File: config.mk
export PLATFORM = sky130hd
export DESIGN_NAME = wdog_timer
export DESIGN_NICKNAME = d
export VERILOG_FILES = /design/src/rtl/wdt_pkg.sv /design/src/rtl/wdt_regfile.sv /design/src/rtl/wdt_tick_gen.sv /design/src/rtl/wdt_down_counter.sv /design/src/rtl/wdog_timer.sv
export SDC_FILE = /design/constraint.sdc
export NUM_CORES = 1
export LEC_CHECK = 0
export BUFFER_PORTS_ARGS = -buffer_cell sky130_fd_sc_hd__buf_2
export CORE_MARGIN = 1.5
export CORE_UTILIZATION = 50
export DETAILED_ROUTE_END_ITERATION = 10
export PLACE_DENSITY = 0.74
export SETUP_SLACK_MARGIN = 0.1
export SLEW_MARGIN = 10
export SYNTH_ARGS = -nofsm -noshare
export SYNTH_HDL_FRONTEND = slang
export SYNTH_SLANG_ARGS = --single-unit
File: constraint.sdc
create_clock -name clk -period 7.2 [get_ports clk]
set_input_delay 2.16 -clock clk [delete_from_list [all_inputs] [get_ports clk]]
set_output_delay 2.16 -clock clk [all_outputs]
set_load 0.005 [all_outputs]
File: src/rtl/wdt_pkg.sv
package wdt_pkg;

    localparam int REG_W    = 32;
    localparam int ADDR_W   = 8;
    localparam int CNT_W    = 16;
    localparam int PRE_W    = 8;
    localparam int DIVCNT_W = 7;

    localparam logic [ADDR_W-1:0] OFS_CTRL   = 8'h00;
    localparam logic [ADDR_W-1:0] OFS_RELOAD = 8'h04;
    localparam logic [ADDR_W-1:0] OFS_COUNT  = 8'h08;

    localparam logic [CNT_W-1:0] CNT_RST_VAL = 16'h8000;

    typedef enum logic [1:0] {
        DIV_16  = 2'd0,
        DIV_32  = 2'd1,
        DIV_64  = 2'd2,
        DIV_128 = 2'd3
    } div_sel_e;

    typedef struct packed {
        logic [PRE_W-1:0] presc;
        logic             run;
        div_sel_e         div;
        logic             irq_en;
        logic             rst_en;
    } ctrl_t;

    localparam ctrl_t CTRL_RST_VAL = '{presc: 8'h80, run: 1'b1, div: DIV_16,
                                       irq_en: 1'b0, rst_en: 1'b1};

    // Terminal count of the second divider stage for a given select code
    function automatic logic [DIVCNT_W-1:0] div_last(div_sel_e sel);
        logic [DIVCNT_W-1:0] r;
        case (sel)
            DIV_16:  r = 7'd15;
            DIV_32:  r = 7'd31;
            DIV_64:  r = 7'd63;
            default: r = 7'd127;
        endcase
        return r;
    endfunction

    function automatic logic [REG_W-1:0] ctrl_to_word(ctrl_t c);
        logic [REG_W-1:0] w;
        w        = '0;
        w[15:8]  = c.presc;
        w[5]     = c.run;
        w[4:3]   = c.div;
        w[2]     = c.irq_en;
        w[0]     = c.rst_en;
        return w;
    endfunction

    function automatic ctrl_t ctrl_from_word(logic [REG_W-1:0] w);
        ctrl_t c;
        c.presc  = w[15:8];
        c.run    = w[5];
        c.div    = div_sel_e'(w[4:3]);
        c.irq_en = w[2];
        c.rst_en = w[0];
        return c;
    endfunction

endpackage

File: src/rtl/wdt_regfile.sv
module wdt_regfile
    import wdt_pkg::*;
#(
    parameter int AW = ADDR_W,
    parameter int DW = REG_W,
    parameter int CW = CNT_W
) (
    input  logic          clk,
    input  logic          rst,
    input  logic [AW-1:0] addr,
    input  logic          wr_en,
    input  logic [DW-1:0] wr_data,
    input  logic [CW-1:0] cnt_val,
    output ctrl_t         ctrl_o,
    output logic [CW-1:0] reload_o,
    output logic          cnt_wr_o,
    output logic [DW-1:0] rd_data
);

    logic hit_ctrl, hit_reload, hit_count, hit_any;

    assign hit_ctrl   = (addr == AW'(OFS_CTRL));
    assign hit_reload = (addr == AW'(OFS_RELOAD));
    assign hit_count  = (addr == AW'(OFS_COUNT));
    assign hit_any    = hit_ctrl | hit_reload | hit_count;
    assign cnt_wr_o   = wr_en & hit_count;

    always_ff @(posedge clk) begin
        if (rst) begin
            ctrl_o   <= CTRL_RST_VAL;
            reload_o <= CNT_RST_VAL;
        end else begin
            if (wr_en && hit_ctrl)   ctrl_o   <= ctrl_from_word(wr_data);
            if (wr_en && hit_reload) reload_o <= wr_data[CW-1:0];
        end
    end

    always_comb begin
        rd_data = '0;
        if (hit_ctrl)        rd_data = ctrl_to_word(ctrl_o);
        else if (hit_reload) rd_data = DW'(reload_o);
        else if (hit_count)  rd_data = DW'(cnt_val);
    end


    unmapped_write_ignored_chk: assert property (@(posedge clk) disable iff (rst)
        (wr_en && !hit_any) |=> (ctrl_o == $past(ctrl_o) && reload_o == $past(reload_o)));


    unmapped_read_zero_chk: assert property (@(posedge clk) disable iff (rst)
        !hit_any |-> rd_data == '0);

endmodule

File: src/rtl/wdt_tick_gen.sv
module wdt_tick_gen
    import wdt_pkg::*;
#(
    parameter int PW = PRE_W,
    parameter int DCW = DIVCNT_W
) (
    input  logic          clk,
    input  logic          rst,
    input  logic          run,
    input  logic [PW-1:0] presc,
    input  div_sel_e      div_sel,
    output logic          tick_o
);

    logic [PW-1:0]  pre_cnt;
    logic [DCW-1:0] div_cnt;
    logic           pre_wrap, div_wrap;

    // >= keeps a shrinking setting from sending a stage around its full range
    assign pre_wrap = (pre_cnt >= presc);
    assign div_wrap = (div_cnt >= DCW'(div_last(div_sel)));
    assign tick_o   = run & pre_wrap & div_wrap;

    always_ff @(posedge clk) begin
        if (rst || !run) begin
            pre_cnt <= '0;
            div_cnt <= '0;
        end else if (pre_wrap) begin
            pre_cnt <= '0;
            div_cnt <= div_wrap ? '0 : div_cnt + 1'b1;
        end else begin
            pre_cnt <= pre_cnt + 1'b1;
        end
    end


    tick_spacing_chk: assert property (@(posedge clk) disable iff (rst)
        tick_o |=> !tick_o);


    no_tick_at_start_chk: assert property (@(posedge clk) disable iff (rst)
        $rose(run) |-> !tick_o);

endmodule

File: src/rtl/wdt_down_counter.sv
module wdt_down_counter
    import wdt_pkg::*;
#(
    parameter int CW = CNT_W,
    parameter logic [CW-1:0] RST_VAL = CNT_RST_VAL
) (
    input  logic          clk,
    input  logic          rst,
    input  logic          tick,
    input  logic          load,
    input  logic [CW-1:0] load_val,
    input  logic [CW-1:0] reload_val,
    input  logic          irq_en,
    input  logic          rst_en,
    output logic [CW-1:0] cnt_o,
    output logic          irq_o,
    output logic          rst_req_o
);

    logic at_zero, expire;

    assign at_zero = (cnt_o == '0);
    assign expire  = tick & ~load & at_zero;

    always_ff @(posedge clk) begin
        if (rst) begin
            cnt_o     <= RST_VAL;
            irq_o     <= 1'b0;
            rst_req_o <= 1'b0;
        end else begin
            if (load)         cnt_o <= load_val;
            else if (tick)    cnt_o <= at_zero ? reload_val : cnt_o - 1'b1;
            irq_o     <= expire & irq_en;
            rst_req_o <= expire & rst_en;
        end
    end


    keepalive_load_chk: assert property (@(posedge clk) disable iff (rst)
        load |=> cnt_o == $past(load_val));


    decrement_chk: assert property (@(posedge clk) disable iff (rst)
        (tick && !load && cnt_o != '0) |=> cnt_o == $past(cnt_o) - 1'b1);


    expiry_reload_chk: assert property (@(posedge clk) disable iff (rst)
        expire |=> cnt_o == $past(reload_val));


    irq_single_cycle_chk: assert property (@(posedge clk) disable iff (rst)
        irq_o |=> !irq_o);


    irq_gated_chk: assert property (@(posedge clk) disable iff (rst)
        irq_o |-> $past(irq_en));


    rst_req_gated_chk: assert property (@(posedge clk) disable iff (rst)
        rst_req_o |-> ($past(rst_en) && !$past(rst_req_o)));

endmodule

File: src/rtl/wdog_timer.sv
module wdog_timer
    import wdt_pkg::*;
#(
    parameter int AW = ADDR_W,
    parameter int DW = REG_W,
    parameter int CW = CNT_W
) (
    input  logic          clk,
    input  logic          rst,
    input  logic [AW-1:0] addr,
    input  logic          wr_en,
    input  logic [DW-1:0] wr_data,
    output logic [DW-1:0] rd_data,
    output logic          expire_irq,
    output logic          expire_rst_req
);

    ctrl_t         ctrl;
    logic [CW-1:0] reload_val;
    logic [CW-1:0] cnt_val;
    logic          cnt_wr;
    logic          tick;

    wdt_regfile #(.AW(AW), .DW(DW), .CW(CW)) u_regs (
        .clk      (clk),
        .rst      (rst),
        .addr     (addr),
        .wr_en    (wr_en),
        .wr_data  (wr_data),
        .cnt_val  (cnt_val),
        .ctrl_o   (ctrl),
        .reload_o (reload_val),
        .cnt_wr_o (cnt_wr),
        .rd_data  (rd_data)
    );

    wdt_tick_gen #(.PW(PRE_W), .DCW(DIVCNT_W)) u_tick (
        .clk     (clk),
        .rst     (rst),
        .run     (ctrl.run),
        .presc   (ctrl.presc),
        .div_sel (ctrl.div),
        .tick_o  (tick)
    );

    wdt_down_counter #(.CW(CW), .RST_VAL(CNT_RST_VAL)) u_cnt (
        .clk        (clk),
        .rst        (rst),
        .tick       (tick),
        .load       (cnt_wr),
        .load_val   (wr_data[CW-1:0]),
        .reload_val (reload_val),
        .irq_en     (ctrl.irq_en),
        .rst_en     (ctrl.rst_en),
        .cnt_o      (cnt_val),
        .irq_o      (expire_irq),
        .rst_req_o  (expire_rst_req)
    );


    stopped_hold_chk: assert property (@(posedge clk) disable iff (rst)
        (!ctrl.run && !cnt_wr) |=> cnt_val == $past(cnt_val));


    reload_write_no_effect_chk: assert property (@(posedge clk) disable iff (rst)
        (wr_en && addr == AW'(OFS_RELOAD) && !tick) |=> cnt_val == $past(cnt_val));

endmodule

After elaboration in Yosys (flattened, before gate mapping)
Cells that the tools add are included.

Bits in registers: 62.

Add/sub/neg operators: 3. Order comparisons: 2. Eq/ne operators: 4. Mux-type cells: 8. Bitwise logic cells: 8. Reductions and logical operators: 9.

Operators with widths (number): $mux W16 (4); $mux W32 (2); $pmux W7 S3 (1); $logic_not A16 Y1 (1); $sub A16 B1 Y16 const B (1); $add A8 B1 Y8 const B (1); $eq A8 B3 Y1 const B (1); $eq A8 B4 Y1 const B (1); $ge A8 B8 Y1 (1); $logic_not A8 Y1 (1); $add A7 B1 Y7 const B (1); $and A1 B1 Y1 (7); $ge A7 B7 Y1 (1); $mux W7 (1); $eq A2 B1 Y1 const B (1); $eq A2 B2 Y1 const B (1); $logic_and A1 B1 Y1 (2); $logic_not A2 Y1 (1); $reduce_bool A2 Y1 (1); $reduce_or A2 Y1 (1); $logic_not A1 Y1 (1); $logic_or A1 B1 Y1 (1); $not A1 Y1 (1).

Depth between registers and ports, before layout
Depth in word-level cells: 7. Gate-level depth with buffers: 10. Mapped depth without buffers: 8.

Hierarchy
From an unflattened synthesis, not the netlist that was laid out.

Cell total of the unflattened synthesis: 483. Area, all modules: 4088.9 sq um.

Modules (own cells, without submodules): wdt_regfile (instances 1, cells an instance 206, area an instance 1798.0 sq um); wdt_down_counter (instances 1, cells an instance 166, area an instance 1295.0 sq um); wdt_tick_gen (instances 1, cells an instance 111, area an instance 996.0 sq um).

Worst setup path after synthesis
No wires, ideal clock.

Kind: input port to output port. Start: in addr[3]. End: out rd_data[10]. Arrival: 3.328 ns. Required time: 5.040 ns. Setup slack: 1.712 ns. Stages on the path: 6. Path through: clkbuf_1 > buf_1 > mux2i_1 > nor2_1 > a21oi_1 > nor2_1.

Cells in the longest elaborated chain, start to end: 4.

RTL lines: from (decl) (line wdog_timer.sv:10) `input logic [AW-1:0] addr,`; $eq A8 B4 Y1 (line wdt_regfile.sv:24) `assign hit_count = (addr == AW'(OFS_COUNT));`; $mux W16 (line wdt_regfile.sv:42) `else if (hit_count) rd_data = DW'(cnt_val);`; $mux W32 (line wdt_regfile.sv:41) `else if (hit_reload) rd_data = DW'(reload_o);`; $mux W32 (*) (line wdt_regfile.sv:40) `if (hit_ctrl) rd_data = ctrl_to_word(ctrl_o);`; to (decl) (line wdog_timer.sv:13) `output logic [DW-1:0] rd_data,`.

Mark *: on every way between the ends. The rest lies on a longest branch, timed or not.

Worst setup path after layout
Start: in addr[2]. End: out rd_data[15].

The elaborated chain is that of the path after synthesis.

==> flow_summary.ini <==
[setup_path]
crit_type = input port to output port
critPathCaptureType = output port
crit_path_start = addr[2]
critPathTopFamily = buffers and inverters
timing.rr.start = u_tick.pre_cnt[0]$_SDFF_PP0_
cp_cell_sequence = buf_2, nor2b_1, buf_4, a21oi_1, nor2_1, buf_2
crit_arrival_ns = 3.57
startpoint_type = input port
path_buf_inv = 3
slowest_stage = nor2b_1
cp.required_ns = 5.04
crit_top_cell = buf_2
cpPeakStageDelay_ns = 0.43
crit_fanout = 16

[global_routing]
grt_pass1_wl_um = 14800
grt_pass1_vias = 3188
grt_use_total_pct = 22.4
grtUsageMet2_pct = 37.6
grt_use_met3_pct = 4.48
grt_antenna_before_repair = 0
grtUsageMet1_pct = 28.0
grt.busiest_layer = met2
grt_max_degree = 47
overflow = 0

[synth]
synth_compound_area_share_pct = 14.5
synth_mux_area_share_pct = 9.19
synthSimpleGateAreaFrac_pct = 24.9
synth_top_area_share_pct = 32.9
synth_ff_type = dfxtp_1
ys_warn_count = 0
synth-edff-count = 0
yosysTopAreaCell = dfxtp_1
synth_area_leaders = dfxtp_1 33%, nor2_1 8.9%, mux2i_1 8.5%
netlist-cell-type-count = 57
ys_seq_area_share_pct = 32.9
synthCells = 474
syn_area_per_cell_sq_um = 7.96
synth_area_sq_mm = 0.00377
synth_adder_area_share_pct = 4.98
async_flop_share_pct = 0
yosys_register_bits = 62
synth_top_family_by_area = simple AND/OR/NAND/NOR gates
synth_xor_area_share_pct = 5.11

[drt]
final_antenna_net_count = 0
routed_wl_um = 8760
vias_per_cell = 5.41
dr.pass1.iters = 4
via_count = 3281
routedWlPerCell_um = 14.4
drc = 0
drt_iter0_markers = 129

[worst_hold_path]
hp-class = flip-flop to flip-flop
hold_start = u_regs.reload_o[11]$_SDFFE_PP0P_

[final_layout]
nNetsFinal = 560
drive_gt1_share_pct = 14.6
syn_to_final_growth_pct = 8.76
multiInputGateArea_sq_mm = 0.00227
fillers = 716
n_antenna_cell = 0
final_cell_area_sq_mm = 0.00410
seqCellArea_sq_mm = 0.00124
final_util_pct = 56.2
instances_no_fill = 606

[clocking]
ctsHoldBuffers = 0
clock-sinks = 62
cts_tree = done
clkLatencyLatePin_ns = 0.34
cts_buffer_depth = 2
htreeDepth = 3
root_buffer = clkbuf_8
path_clk_slew_ns = 0.07
cts_made_buffers = 9
cts_resized = 0
cts_setup_buffers = 0

[place]
gp_congestion = 0.865
pre_cts_slack_ns = 1.49
dp.cells = 590
io_buffers = 44
hpwl_um = 6160
postPlaceCellArea_sq_mm = 0.00393

[sta]
rsz0062_at_grt = false
setup_viol = 0
finalCritPeriodShare_pct = 79.5
hold_viol_final = 0
whs_ns = 0.481
relSlewSlack_pct = 27.7
fin_skew_ns = 0.00747
fin_ws_ns = 1.47
fmax_mhz = 175
slew_viol_final = 0
worst_pin_slew_ns = 1.08
fin_setup_tns_ns = 0
fin_crit_ns = 5.73

[job]
maxCapViolations = 0

[power]
pwr-share-seq_pct = 52.4
internal-power_mw = 0.492
netSwitchingFraction_pct = 25.7
irDropWorstVdd_mv = 0.133
p_per_area_mw_per_mm2 = 162
cellLeakagePower_nw = 1.87
clkPwrFrac_pct = 41.2
power.switching_mw = 0.171
combPwrFrac_pct = 6.3
power.total_mw = 0.663

[floorplan]
ios = 77
die_w_um = 89.8
initial_core_util_pct = 51.7
row_count = 31
die_y_um = 89.8
coreArea_sq_mm = 0.00729
die_area_sq_mm = 0.00807

[status]
status = finished, final reports clean
==> metal layers <==
metal	wire length, um	vias to the layer above
met5	0	-
met1	3890	1529
met3	463	12
met2	4270	76
li1	-	1664
met4	126	0
==> flip-flops by register name, indices dropped and copies added (netlist names) <==
register / cells
u_cnt.rst_req_o: 1
u_tick.div_cnt: 7
u_regs.reload_o: 16
u_cnt.cnt_o: 16
u_tick.pre_cnt: 8
u_cnt.irq_o: 1
u_regs.ctrl_o: 13
==> synthesized netlist by cell type, drive strengths merged, types with 2 or more instances <==
| cell | n |
|---|---|
| nor2b | 2 |
| a211o | 7 |
| dfxtp | 62 |
| a21oi | 34 |
| xnor2 | 4 |
| nand4 | 9 |
| a22oi | 3 |
| nand2b | 5 |
| nand2 | 54 |
| mux2i | 32 |
| nor2 | 89 |
| and2 | 2 |
| a211oi | 10 |
| nand3b | 2 |
| clkbuf | 18 |
| ha | 15 |
| nor3 | 6 |
| nor3b | 2 |
| nor4 | 5 |
| buf | 25 |
| o21ai | 8 |
| inv | 16 |
| and3 | 6 |
| mux2 | 2 |
| a2111oi | 4 |
| xor2 | 18 |
| a311oi | 4 |
| nand3 | 14 |
| or3 | 2 |
==> final cells by class <==
| cell class | instances | share of cell area [%] |
|---|---|---|
| Tap cell | 99 | 3.02 |
| Multi-Input combinational cell | 368 | 55.4 |
| Timing Repair Buffer | 45 | 5.55 |
| Clock buffer | 10 | 3.36 |
| Inverter | 16 | 1.46 |
| Clock inverter | 6 | 0.915 |
| Sequential cell | 62 | 30.3 |
==> power groups by stage <==
stage | Combinational, mW | Clock (mW) | Sequential, mW
5_1_grt | 0.0473 | 0.294 | 0.348
6_report | 0.0419 | 0.273 | 0.348
4_1_cts | 0.0417 | 0.280 | 0.347
2_1_floorplan | 0.0321 | 0 | 0.355
3_3_place_gp | 0.0408 | 0 | 0.355
3_5_place_dp | 0.0415 | 0 | 0.355
==> final timing paths <==
check                                     end  slack [ns]  depth (start not counted)
min reg2reg  u_regs.reload_o[11]$_SDFFE_PP0P_        0.48                          2
max reg2reg       u_cnt.cnt_o[0]$_SDFFE_PP0P_        4.40                          8
min          u_regs.reload_o[11]$_SDFFE_PP0P_        0.48                          2
max                               rd_data[15]        1.47                          6
==> worst reg2reg max path: cells and delay by family, from the launching register on <==
kind,cells,cell delay (ns)
AOI/OAI and AO/OA,3,1.18
DFF,1,0.41
muxes,1,0.15
adders and majority gates,1,0.26
and+or+nand+nor,2,0.61
buffers and inverters,1,0.07
==> cells in the final DEF (no fill, tap or decap), drive strengths merged, types with 3 or more instances in the layout <==
cell,n
and3,6
xor2,18
a21oi,34
nor4,5
conb,16
nor3,6
nand2,54
dfxtp,62
nor2,89
a211o,7
ha,15
nand3,14
o21ai,8
a211oi,10
a311oi,4
buf,45
a2111oi,4
nand2b,5
mux2i,32
clkinv,3
a22oi,3
clkbuf,10
inv,16
nand4,9
clkinvlp,3
xnor2,4
==> cell families (layout without fill, tap and decap cells) <==
group,Yosys count,count (layout)
fa+ha+maj,15,15
mux,34,34
flops,62,62
compound gates,79,79
simple gates,202,202
other cells,1,16
xor+xnor,22,22
buf+inv,59,77
No activity file was read; power rests on OpenSTA's default activity.
